<file path="config.mk">
export PLATFORM = sky130hd
export DESIGN_NAME = hk_presence_tracker
export DESIGN_NICKNAME = d
export VERILOG_FILES = /design/src/rtl/hk_pkg.sv /design/src/rtl/hk_rst_sync.sv /design/src/rtl/hk_upd_decode.sv /design/src/rtl/hk_set_slice.sv /design/src/rtl/hk_presence_tracker.sv
export SDC_FILE = /design/constraint.sdc
export NUM_CORES = 2
export LEC_CHECK = 0
export ABC_AREA = 1
export CORE_ASPECT_RATIO = 0.5
export CORE_MARGIN = 4
export CORE_UTILIZATION = 40
export DETAILED_ROUTE_END_ITERATION = 6
export PLACE_DENSITY = 0.52
export SLEW_MARGIN = 20
export SYNTH_ARGS = -nofsm -noshare
export SYNTH_HDL_FRONTEND = slang
export SYNTH_SLANG_ARGS = --single-unit
</file>
<file path="constraint.sdc">
create_clock -name clk -period 85.1 [get_ports clk]
set_input_delay 12.765 -clock clk [delete_from_list [all_inputs] [get_ports clk]]
set_output_delay 12.765 -clock clk [all_outputs]
set_load 0.05 [all_outputs]
</file>
<file path="src/rtl/hk_pkg.sv">
package hk_pkg;
  typedef enum logic [1:0] {
    EV_INSERT  = 2'b00,
    EV_EVICT   = 2'b01,
    EV_MIGRATE = 2'b10,
    EV_RSVD    = 2'b11
  } ev_kind_e;
endpackage

</file>
<file path="src/rtl/hk_rst_sync.sv">
module hk_rst_sync (
  input  logic clk,
  input  logic rst_n,
  output logic rst_sync_n
);
  logic stage_q;

  always_ff @(posedge clk or negedge rst_n) begin
    if (!rst_n) begin
      stage_q    <= 1'b0;
      rst_sync_n <= 1'b0;
    end else begin
      stage_q    <= 1'b1;
      rst_sync_n <= stage_q;
    end
  end
endmodule

</file>
<file path="src/rtl/hk_upd_decode.sv">
module hk_upd_decode #(
  parameter int NUM_BANKS = 16,
  parameter int WAYS      = 8,
  parameter int CW        = $clog2(WAYS + 1),
  parameter int BW        = (NUM_BANKS > 1) ? $clog2(NUM_BANKS) : 1
) (
  input  logic                          ev_fire,
  input  logic [1:0]                    ev_kind,
  input  logic [BW-1:0]                 ev_src,
  input  logic [BW-1:0]                 ev_dst,
  input  logic [NUM_BANKS-1:0][CW-1:0]  cur_cnt,
  output logic [NUM_BANKS-1:0]          inc_mask,
  output logic [NUM_BANKS-1:0]          dec_mask
);
  import hk_pkg::*;

  ev_kind_e kind;
  logic     src_has;
  logic     dst_room;
  logic     same_bank;

  assign kind      = ev_kind_e'(ev_kind);
  assign src_has   = (cur_cnt[ev_src] != '0);
  assign dst_room  = (cur_cnt[ev_dst] < CW'(WAYS));
  assign same_bank = (ev_src == ev_dst);

  always_comb begin
    inc_mask = '0;
    dec_mask = '0;
    if (ev_fire) begin
      unique case (kind)
        EV_INSERT: begin
          if (dst_room) inc_mask[ev_dst] = 1'b1;
        end
        EV_EVICT: begin
          if (src_has) dec_mask[ev_src] = 1'b1;
        end
        EV_MIGRATE: begin
          if (!same_bank && src_has && dst_room) begin
            inc_mask[ev_dst] = 1'b1;
            dec_mask[ev_src] = 1'b1;
          end
        end
        default: begin
          inc_mask = '0;
          dec_mask = '0;
        end
      endcase
    end
  end
endmodule

</file>
<file path="src/rtl/hk_set_slice.sv">
module hk_set_slice #(
  parameter int NUM_BANKS = 16,
  parameter int WAYS      = 8,
  parameter int CW        = $clog2(WAYS + 1)
) (
  input  logic                          clk,
  input  logic                          rst_n,
  input  logic                          sel,
  input  logic [NUM_BANKS-1:0]          inc_mask,
  input  logic [NUM_BANKS-1:0]          dec_mask,
  output logic [NUM_BANKS-1:0][CW-1:0]  cnt_o,
  output logic [NUM_BANKS-1:0]          vec_o,
  output logic [NUM_BANKS-1:0]          vec_nxt_o
);
  for (genvar b = 0; b < NUM_BANKS; b++) begin : g_bank
    logic [CW-1:0] cnt_q, cnt_d;
    logic          vec_q, vec_d;
    logic          en;

    assign en = sel && (inc_mask[b] ^ dec_mask[b]);

    always_comb begin
      cnt_d = cnt_q;
      vec_d = vec_q;
      if (sel && inc_mask[b] && !dec_mask[b]) begin
        cnt_d = cnt_q + CW'(1);
        vec_d = 1'b1;
      end else if (sel && dec_mask[b] && !inc_mask[b]) begin
        cnt_d = cnt_q - CW'(1);
        vec_d = (cnt_q != CW'(1));
      end
    end

    always_ff @(posedge clk or negedge rst_n) begin
      if (!rst_n) begin
        cnt_q <= '0;
        vec_q <= 1'b0;
      end else if (en) begin
        cnt_q <= cnt_d;
        vec_q <= vec_d;
      end
    end

    assign cnt_o[b]     = cnt_q;
    assign vec_o[b]     = vec_q;
    assign vec_nxt_o[b] = vec_d;
  end
endmodule

</file>
<file path="src/rtl/hk_presence_tracker.sv">
module hk_presence_tracker #(
  parameter int NUM_SETS  = 16,
  parameter int NUM_BANKS = 16,
  parameter int WAYS      = 8,
  localparam int CW       = $clog2(WAYS + 1),
  localparam int SW       = (NUM_SETS > 1) ? $clog2(NUM_SETS) : 1,
  localparam int BW       = (NUM_BANKS > 1) ? $clog2(NUM_BANKS) : 1
) (
  input  logic                 clk,
  input  logic                 rst_n,
  input  logic                 ev_valid,
  output logic                 ev_ready,
  input  logic [1:0]           ev_kind,
  input  logic [SW-1:0]        ev_set,
  input  logic [BW-1:0]        ev_src,
  input  logic [BW-1:0]        ev_dst,
  input  logic                 q_valid,
  input  logic [SW-1:0]        q_set,
  output logic                 r_valid,
  output logic [NUM_BANKS-1:0] r_vec
);
  logic rst_sync_n;
  logic ev_fire;
  logic rdy_q;

  logic [NUM_BANKS-1:0][CW-1:0] cnt_all     [NUM_SETS];
  logic [NUM_BANKS-1:0]         vec_all     [NUM_SETS];
  logic [NUM_BANKS-1:0]         vec_nxt_all [NUM_SETS];
  logic [NUM_BANKS-1:0][CW-1:0] cur_cnt;
  logic [NUM_BANKS-1:0]         inc_mask;
  logic [NUM_BANKS-1:0]         dec_mask;

  logic [NUM_SETS*NUM_BANKS*CW-1:0] cnt_flat;
  logic [NUM_SETS*NUM_BANKS-1:0]    vec_flat;

  logic                 r_valid_q, r_valid_d;
  logic [NUM_BANKS-1:0] r_vec_q, r_vec_d;
  logic                 r_vec_en;

  hk_rst_sync u_rst_sync (
    .clk        (clk),
    .rst_n      (rst_n),
    .rst_sync_n (rst_sync_n)
  );

  always_ff @(posedge clk or negedge rst_sync_n) begin
    if (!rst_sync_n) rdy_q <= 1'b0;
    else             rdy_q <= 1'b1;
  end

  assign ev_ready = rdy_q;
  assign ev_fire  = ev_valid && rdy_q && (int'(ev_set) < NUM_SETS);

  always_comb begin
    cur_cnt = '0;
    for (int s = 0; s < NUM_SETS; s++) begin
      if (ev_set == SW'(s)) cur_cnt = cnt_all[s];
    end
  end

  hk_upd_decode #(
    .NUM_BANKS (NUM_BANKS),
    .WAYS      (WAYS),
    .CW        (CW),
    .BW        (BW)
  ) u_decode (
    .ev_fire  (ev_fire),
    .ev_kind  (ev_kind),
    .ev_src   (ev_src),
    .ev_dst   (ev_dst),
    .cur_cnt  (cur_cnt),
    .inc_mask (inc_mask),
    .dec_mask (dec_mask)
  );

  for (genvar s = 0; s < NUM_SETS; s++) begin : g_set
    logic sel;
    assign sel = ev_fire && (ev_set == SW'(s));

    hk_set_slice #(
      .NUM_BANKS (NUM_BANKS),
      .WAYS      (WAYS),
      .CW        (CW)
    ) u_slice (
      .clk       (clk),
      .rst_n     (rst_sync_n),
      .sel       (sel),
      .inc_mask  (inc_mask),
      .dec_mask  (dec_mask),
      .cnt_o     (cnt_all[s]),
      .vec_o     (vec_all[s]),
      .vec_nxt_o (vec_nxt_all[s])
    );

    assign cnt_flat[s*NUM_BANKS*CW +: NUM_BANKS*CW] = cnt_all[s];
    assign vec_flat[s*NUM_BANKS +: NUM_BANKS]       = vec_all[s];
  end

  always_comb begin
    r_valid_d = q_valid;
    r_vec_en  = q_valid;
    r_vec_d   = r_vec_q;
    if (q_valid) begin
      r_vec_d = '0;
      for (int s = 0; s < NUM_SETS; s++) begin
        if (q_set == SW'(s)) r_vec_d = vec_nxt_all[s];
      end
    end
  end

  always_ff @(posedge clk or negedge rst_sync_n) begin
    if (!rst_sync_n) begin
      r_valid_q <= 1'b0;
    end else begin
      r_valid_q <= r_valid_d;
    end
  end

  always_ff @(posedge clk or negedge rst_sync_n) begin
    if (!rst_sync_n) begin
      r_vec_q <= '0;
    end else if (r_vec_en) begin
      r_vec_q <= r_vec_d;
    end
  end

  assign r_valid = r_valid_q;
  assign r_vec   = r_vec_q;
endmodule

</file>
After elaboration in Yosys (flattened, before gate mapping)
Index checks and enable logic that the tools add are counted.
Storage, ports and cells
  flip-flop bits (word level): 1300
  logic and storage cells: 4261
Cells by class
  add/subtract/negate cells: 512
  magnitude comparators: 5
  eq/ne operators: 289
  mux-type cells: 1072
  bitwise operators: 16
  reductions and logical operators: 1850
Operator list (number)
  $mux W4: 514
  $logic_and A1 B1 Y1: 1301
  $add A4 B1 Y4 const B: 256
  $mux W64: 16
  $ne A4 B1 Y1 const B: 256
  $sub A4 B1 Y4 const B: 256
  $mux W1: 514
  $reduce_and A2 Y1: 256
  $reduce_bool A2 Y1: 256
  $mux W16: 22
  $eq A4 B4 Y1 const B: 16
  $pmux W16 S2: 2
  $logic_not A1 Y1: 33
  $bmux W4 S4: 2
  $eq A4 B3 Y1 const B: 8
  $eq A4 B2 Y1 const B: 4
  $xor A1 B1 Y1: 16
  $lt A4 B5 Y1 const B: 2
  $demux W1 S4: 2
  $eq A4 B1 Y1 const B: 2
  $ge A4 B1 Y1 const B: 2
  $logic_not A4 Y1: 2
  $eq A4 B4 Y1: 1
  $lt A4 B4 Y1 const B: 1
  other kinds (4): 4

Depth between registers and ports, before layout
  depth after elaboration: 45
  depth in mapped cells: 44
  gate-level depth less buffers: 41

Modules after synthesis
From an unflattened synthesis, not the netlist that was laid out.
Unflattened totals
  cells, all modules: 14598
  area, all modules: 102604.7 sq um
Modules (own cells, without submodules)
  hk_set_slice at g_set[0].u_slice ...: times used 15, cells each 747, area each 5674.2 sq um, sequential area each 2001.9 sq um
  hk_presence_tracker: times used 1, cells each 2376, area each 10562.6 sq um, sequential area each 450.4 sq um
  hk_set_slice at g_set[3].u_slice: times used 1, cells each 709, area each 5499.0 sq um, sequential area each 2001.9 sq um
  hk_upd_decode: times used 1, cells each 305, area each 1376.3 sq um, sequential area each 0.0 sq um
  hk_rst_sync: times used 1, cells each 3, area each 53.8 sq um, sequential area each 50.0 sq um

Least setup slack after synthesis
OpenSTA, ideal clock, no wires.
  path type: in2reg
  from: in ev_set[1]
  to: reg g_set[5].u_slice.g_bank[14].cnt_q[2]
  setup time: 132 ps
  data arrival time: 16143 ps
  required time: 84968 ps
  slack: 68826 ps
  stages: 27
  path buffers: 4
  cells stage by stage: nor2_1 > buf_2 > nand2_1 > inv_2 > clkbuf_1 > nand2_1 > nand2_1 > nand4_1 > nor2_1 > nand4_1 > nand2_1 > nand3_1 > nor2_1 > nor2_1 > nor2_2 > nand3_1 > nand2_2 > nand3_1 > nor2_1 > nand2_1 > buf_2 > nand2_1 > buf_2 > inv_1 > nor2_1 > o221ai_1 > xor2_1
Between the ends
  longest elaborated chain between the ends: 29
  elaborated cells on any way between the ends: 60
  those cells by class: order compare (1); eq/ne (15); mux (29); bitwise (1); reduce/logical (14)
RTL lines
  start, declared: RTL line hk_presence_tracker.sv:14  | input logic [SW-1:0] ev_set,
  branches (longest 29 deep; another with $mux W64)
  end signal, assigned: RTL line hk_set_slice.sv:39  | cnt_q <= cnt_d;
  end, declared: RTL line hk_set_slice.sv:16  | logic [CW-1:0] cnt_q, cnt_d;
Several ways; the timed one is not identified. The select of a mux whose other input is x is not followed.
A chain may end at the register's enable or synchronous reset.

Worst setup path after layout
  from: in ev_set[2]
  to: reg r_vec_q[4] (netlist: r_vec[4])
Between the ends
  longest elaborated chain between the ends: 45
  elaborated cells on any way between the ends: 178
  those cells by class: order compare (1); eq/ne (15); mux (76); reduce/logical (86)
RTL lines
  branches (longest 44 deep; another with $mux W64)
  $mux W16 (*): RTL line hk_presence_tracker.sv:106  | if (q_set == SW'(s)) r_vec_d = vec_nxt_all[s];
  end signal, assigned: RTL line hk_presence_tracker.sv:123  | r_vec_q <= r_vec_d;
  end, declared: RTL line hk_presence_tracker.sv:37  | logic [NUM_BANKS-1:0] r_vec_q, r_vec_d;
Mark *: on every way between the ends. The select of a mux whose other input is x is not followed.

==> metrics.yaml <==
setup.worst_path.end_class: "flop"
grt_start_max_net_pins: 151
boundaryPins: 40
peakVddDrop_mv: 0.0135
clkLatencyLatePin_ns: 0.83
status: "finished, violations left"
critical_r2r_capture: "r_vec[15]"
startpoint_type: "primary input"
place_ws_ns: 63.57
final_hold_violation_count: 0
vias_in_the_first_global_route: 72800
synth.avg_cell_area_um2: 7.79
synthDominantAreaCellType: "dfrtp_1"
synth_cells: 11000
top_post_synthesis_cells_by_area: "dfrtp_1 (38%), ha_1 (11%), nand2_1 (9.6%)"
groute.usage.overall_pct: 31.8
antenna_violating_nets_post_route: 0
clock_tree_from_tritoncts: "yes"
fin_setup_tns_ns: 0
p_leak_nw: 46.5
synth.ff_latch_count: 1300
seq_total_area_yosys_pct: 37.9
critPathMaxFanout: 53
clkSlewWorstSetupHoldPaths_ns: 0.07
start_util_pct: 40.5
netlist_area_um2: 85900
setup-violations-final: 0
max_slew_margin_pct: 10.8
chipHeight_um: 336
die-area_um2: 223000
max-cap-violations: 0
num-fill-cells: 21500
max_freq_ghz: 0.0467
cts-buffers-inserted: 147
final_min_period_over_clock_period_pct: 25.1
antenna_found_initial: 35
die_w_um: 663
dpl.hpwl_mm: 256
p_per_area_nw_per_um2: 14.7
drt_drc_violations_left: 3
core_footprint_um2: 212000
totalWireLength_mm: 364
clock_sink_count: 1300
ys.warnings.count: 0
yosys.cell_types.count: 71
rsz0062_at_grt: "no"
slowest_stage_delay_cp_ns: 0.66
critPathArrivalTime_ns: 22.08
r2r_setup_slk_ns: 77.23
max-clock-path-buffers: 4
timing_max_transition_violations_final: 0
dr_total_vias: 79900
crit_required_ns: 85.78
yosysTopAreaCellShare_pct: 37.9
first_iter_violations: 10900
root_buffer: "clkbuf_16"
critical_path_class: "in -> reg"
class_of_the_most_critical_hold_timing_path: "reg -> async"
gp_congestion: 0.990
yosys_most_used_dff: "dfrtp_1"
post-cts-setup-buffers: 0
final_critical_path_setup_slack_ns: 63.70
post_drt_wl_per_cell_um: 26.0
area.growth.synth_to_final_pct: 10.5
count_of_nets_after_finishing: 11800
timing.reg2reg.worst_path_depth: 32
ratio_of_cells_with_drive_above_1_in_the_final_layout_pct: 5.71
post_drt_via_cell_ratio: 5.70
dr.pass1.iters: 7
grt_pass1_wl_mm: 520
timing.final.crit_period_ns: 21.40
htree_num_levels: 4
hold_fix_buffer_count_after_cts: 0
placementRows: 119
fin_skew_ns: 0.0486
grt_overflow_total: 0
failed_checks: "design-rule violations"
crit-reg2reg-launch: "g_set[6].u_slice.g_bank[10].cnt_q[3]"
cpMaxStageDelayCell: "nand2_2"
io_buffer_count: 39
synth_edf_count: 0
worst_path_most_repeated_cell: "nand2_1"
worst-slew-pin-transition_ns: 1.32
post_cts_resized: 0
synthArstFlopShare_pct: 100
-- stage by stage --
step / area, µm² / util, % / total power [mW] / hold slack [ns] / std cells
2_1_floorplan: 85900 / - / 0.688 / 0.331 / 11000
3_3_place_gp: 90200 / 42.5 / 0.740 / 0.337 / 13700
3_5_place_dp: 90200 / 42.6 / 0.740 / 0.342 / 13700
4_1_cts: 94900 / 44.8 / 1.40 / 0.354 / 14000
5_1_grt: 94900 / 44.8 / 1.43 / 0.367 / 14000
6_report: 95000 / 44.8 / 1.40 / 0.327 / 14000
-- metal layers --
layer	track usage (%)	vias to the layer above	share of wire, %
li1	-	36100	-
met1	48.7	39200	46
met2	42.1	4097	38
met3	9.70	539	13
met4	9.46	2	3.1
met5	0.537	-	0.047
-- cell usage in the layout, fill, tap and decap left out, types with 39 or more instances in the layout --
master	count
nor2_4	56
o22ai_1	54
a21oi_1	384
ha_1	771
nor4_1	89
clkbuf_1	41
inv_2	66
nor2_2	40
a31oi_1	47
nor3_1	175
inv_1	1349
xnor2_1	78
nand2_1	2189
nand3_1	711
dfrtp_1	1299
or2_2	39
xor2_1	723
buf_4	178
o31ai_1	43
o211ai_1	100
nor2_1	1068
clkbuf_16	151
o21ai_0	721
nand4_1	402
-- worst max-delay path, delay by kind of cell --
kind / cells / cell delay [ns]
buf+inv: 6 / 2.32
simple gates: 35 / 6.75
-- layout make-up --
cell class | count | area, µm² | area share [%]
Timing Repair Buffer | 224 | 1860 | 1.96
Clock inverter | 33 | 379 | 0.399
Multi-Input combinational cell | 7953 | 46900 | 49.4
Antenna cell | 8 | 20.0 | 0.0211
Tap cell | 2843 | 3560 | 3.75
Sequential cell | 1300 | 32500 | 34.3
Inverter | 1422 | 5340 | 5.62
Clock buffer | 221 | 4330 | 4.56
-- power breakdown --
group | switching [mW] | internal (mW) | total [mW]
Combinational | 0.0828 | 0.0205 | 0.103
Sequential | 0.00658 | 0.622 | 0.629
Clock | 0.288 | 0.376 | 0.663
-- Yosys cell counts (all sizes together), types with 13 or more instances --
cell type and instances:
nand2 2206, inv 1413, dfrtp 1300, nor2 1165
ha 771, o21ai 744, xor2 723, nand3 719
nand4 403, a21oi 385, clkbuf 216, nor3 176
buf 139, o211ai 100, nor4 89, xnor2 78
o22ai 54, a31oi 47, o31ai 43, or2 42
o221ai 32, mux2i 20, a22o 16, o2111ai 14
a41oi 13
-- state kept, by name, indices dropped and copies added (netlist names) --
name / cells
ev_ready: 1
g_set.u_slice.g_bank.cnt_q: 1024
g_set.u_slice.g_bank.vec_q: 256
r_valid: 1
r_vec: 16
u_rst_sync.rst_sync_n: 1
u_rst_sync.stage_q: 1
-- worst max path at each step --
stage                          startpoint        end  slack, ns  depth (start not counted)
floorplan           u_rst_sync.rst_sync_n   ev_ready      46.18                          0
global placement                ev_set[2]   r_vec[4]      63.38                         41
detailed placement              ev_set[1]  r_vec[15]      63.57                         38
CTS                             ev_set[1]  r_vec[15]      64.43                         38
global route                    ev_set[2]  r_vec[15]      63.51                         39
finish                          ev_set[2]   r_vec[4]      63.70                         41
-- kinds of logic after synthesis --
logic type                 after synthesis  share of synthesized area (%)
DFF                                   1300                           37.9
AOI/OAI and AO/OA                     1532                           10.2
buffers and inverters                 1777                           7.95
adders and majority gates              771                           11.2
and+or+nand+nor                       4827                           24.4
xor gates and xnor gates               801                           8.17
muxes                                   20                          0.233
other                                    1                        0.00436
Note: power is estimated with default switching activity, not from simulation.
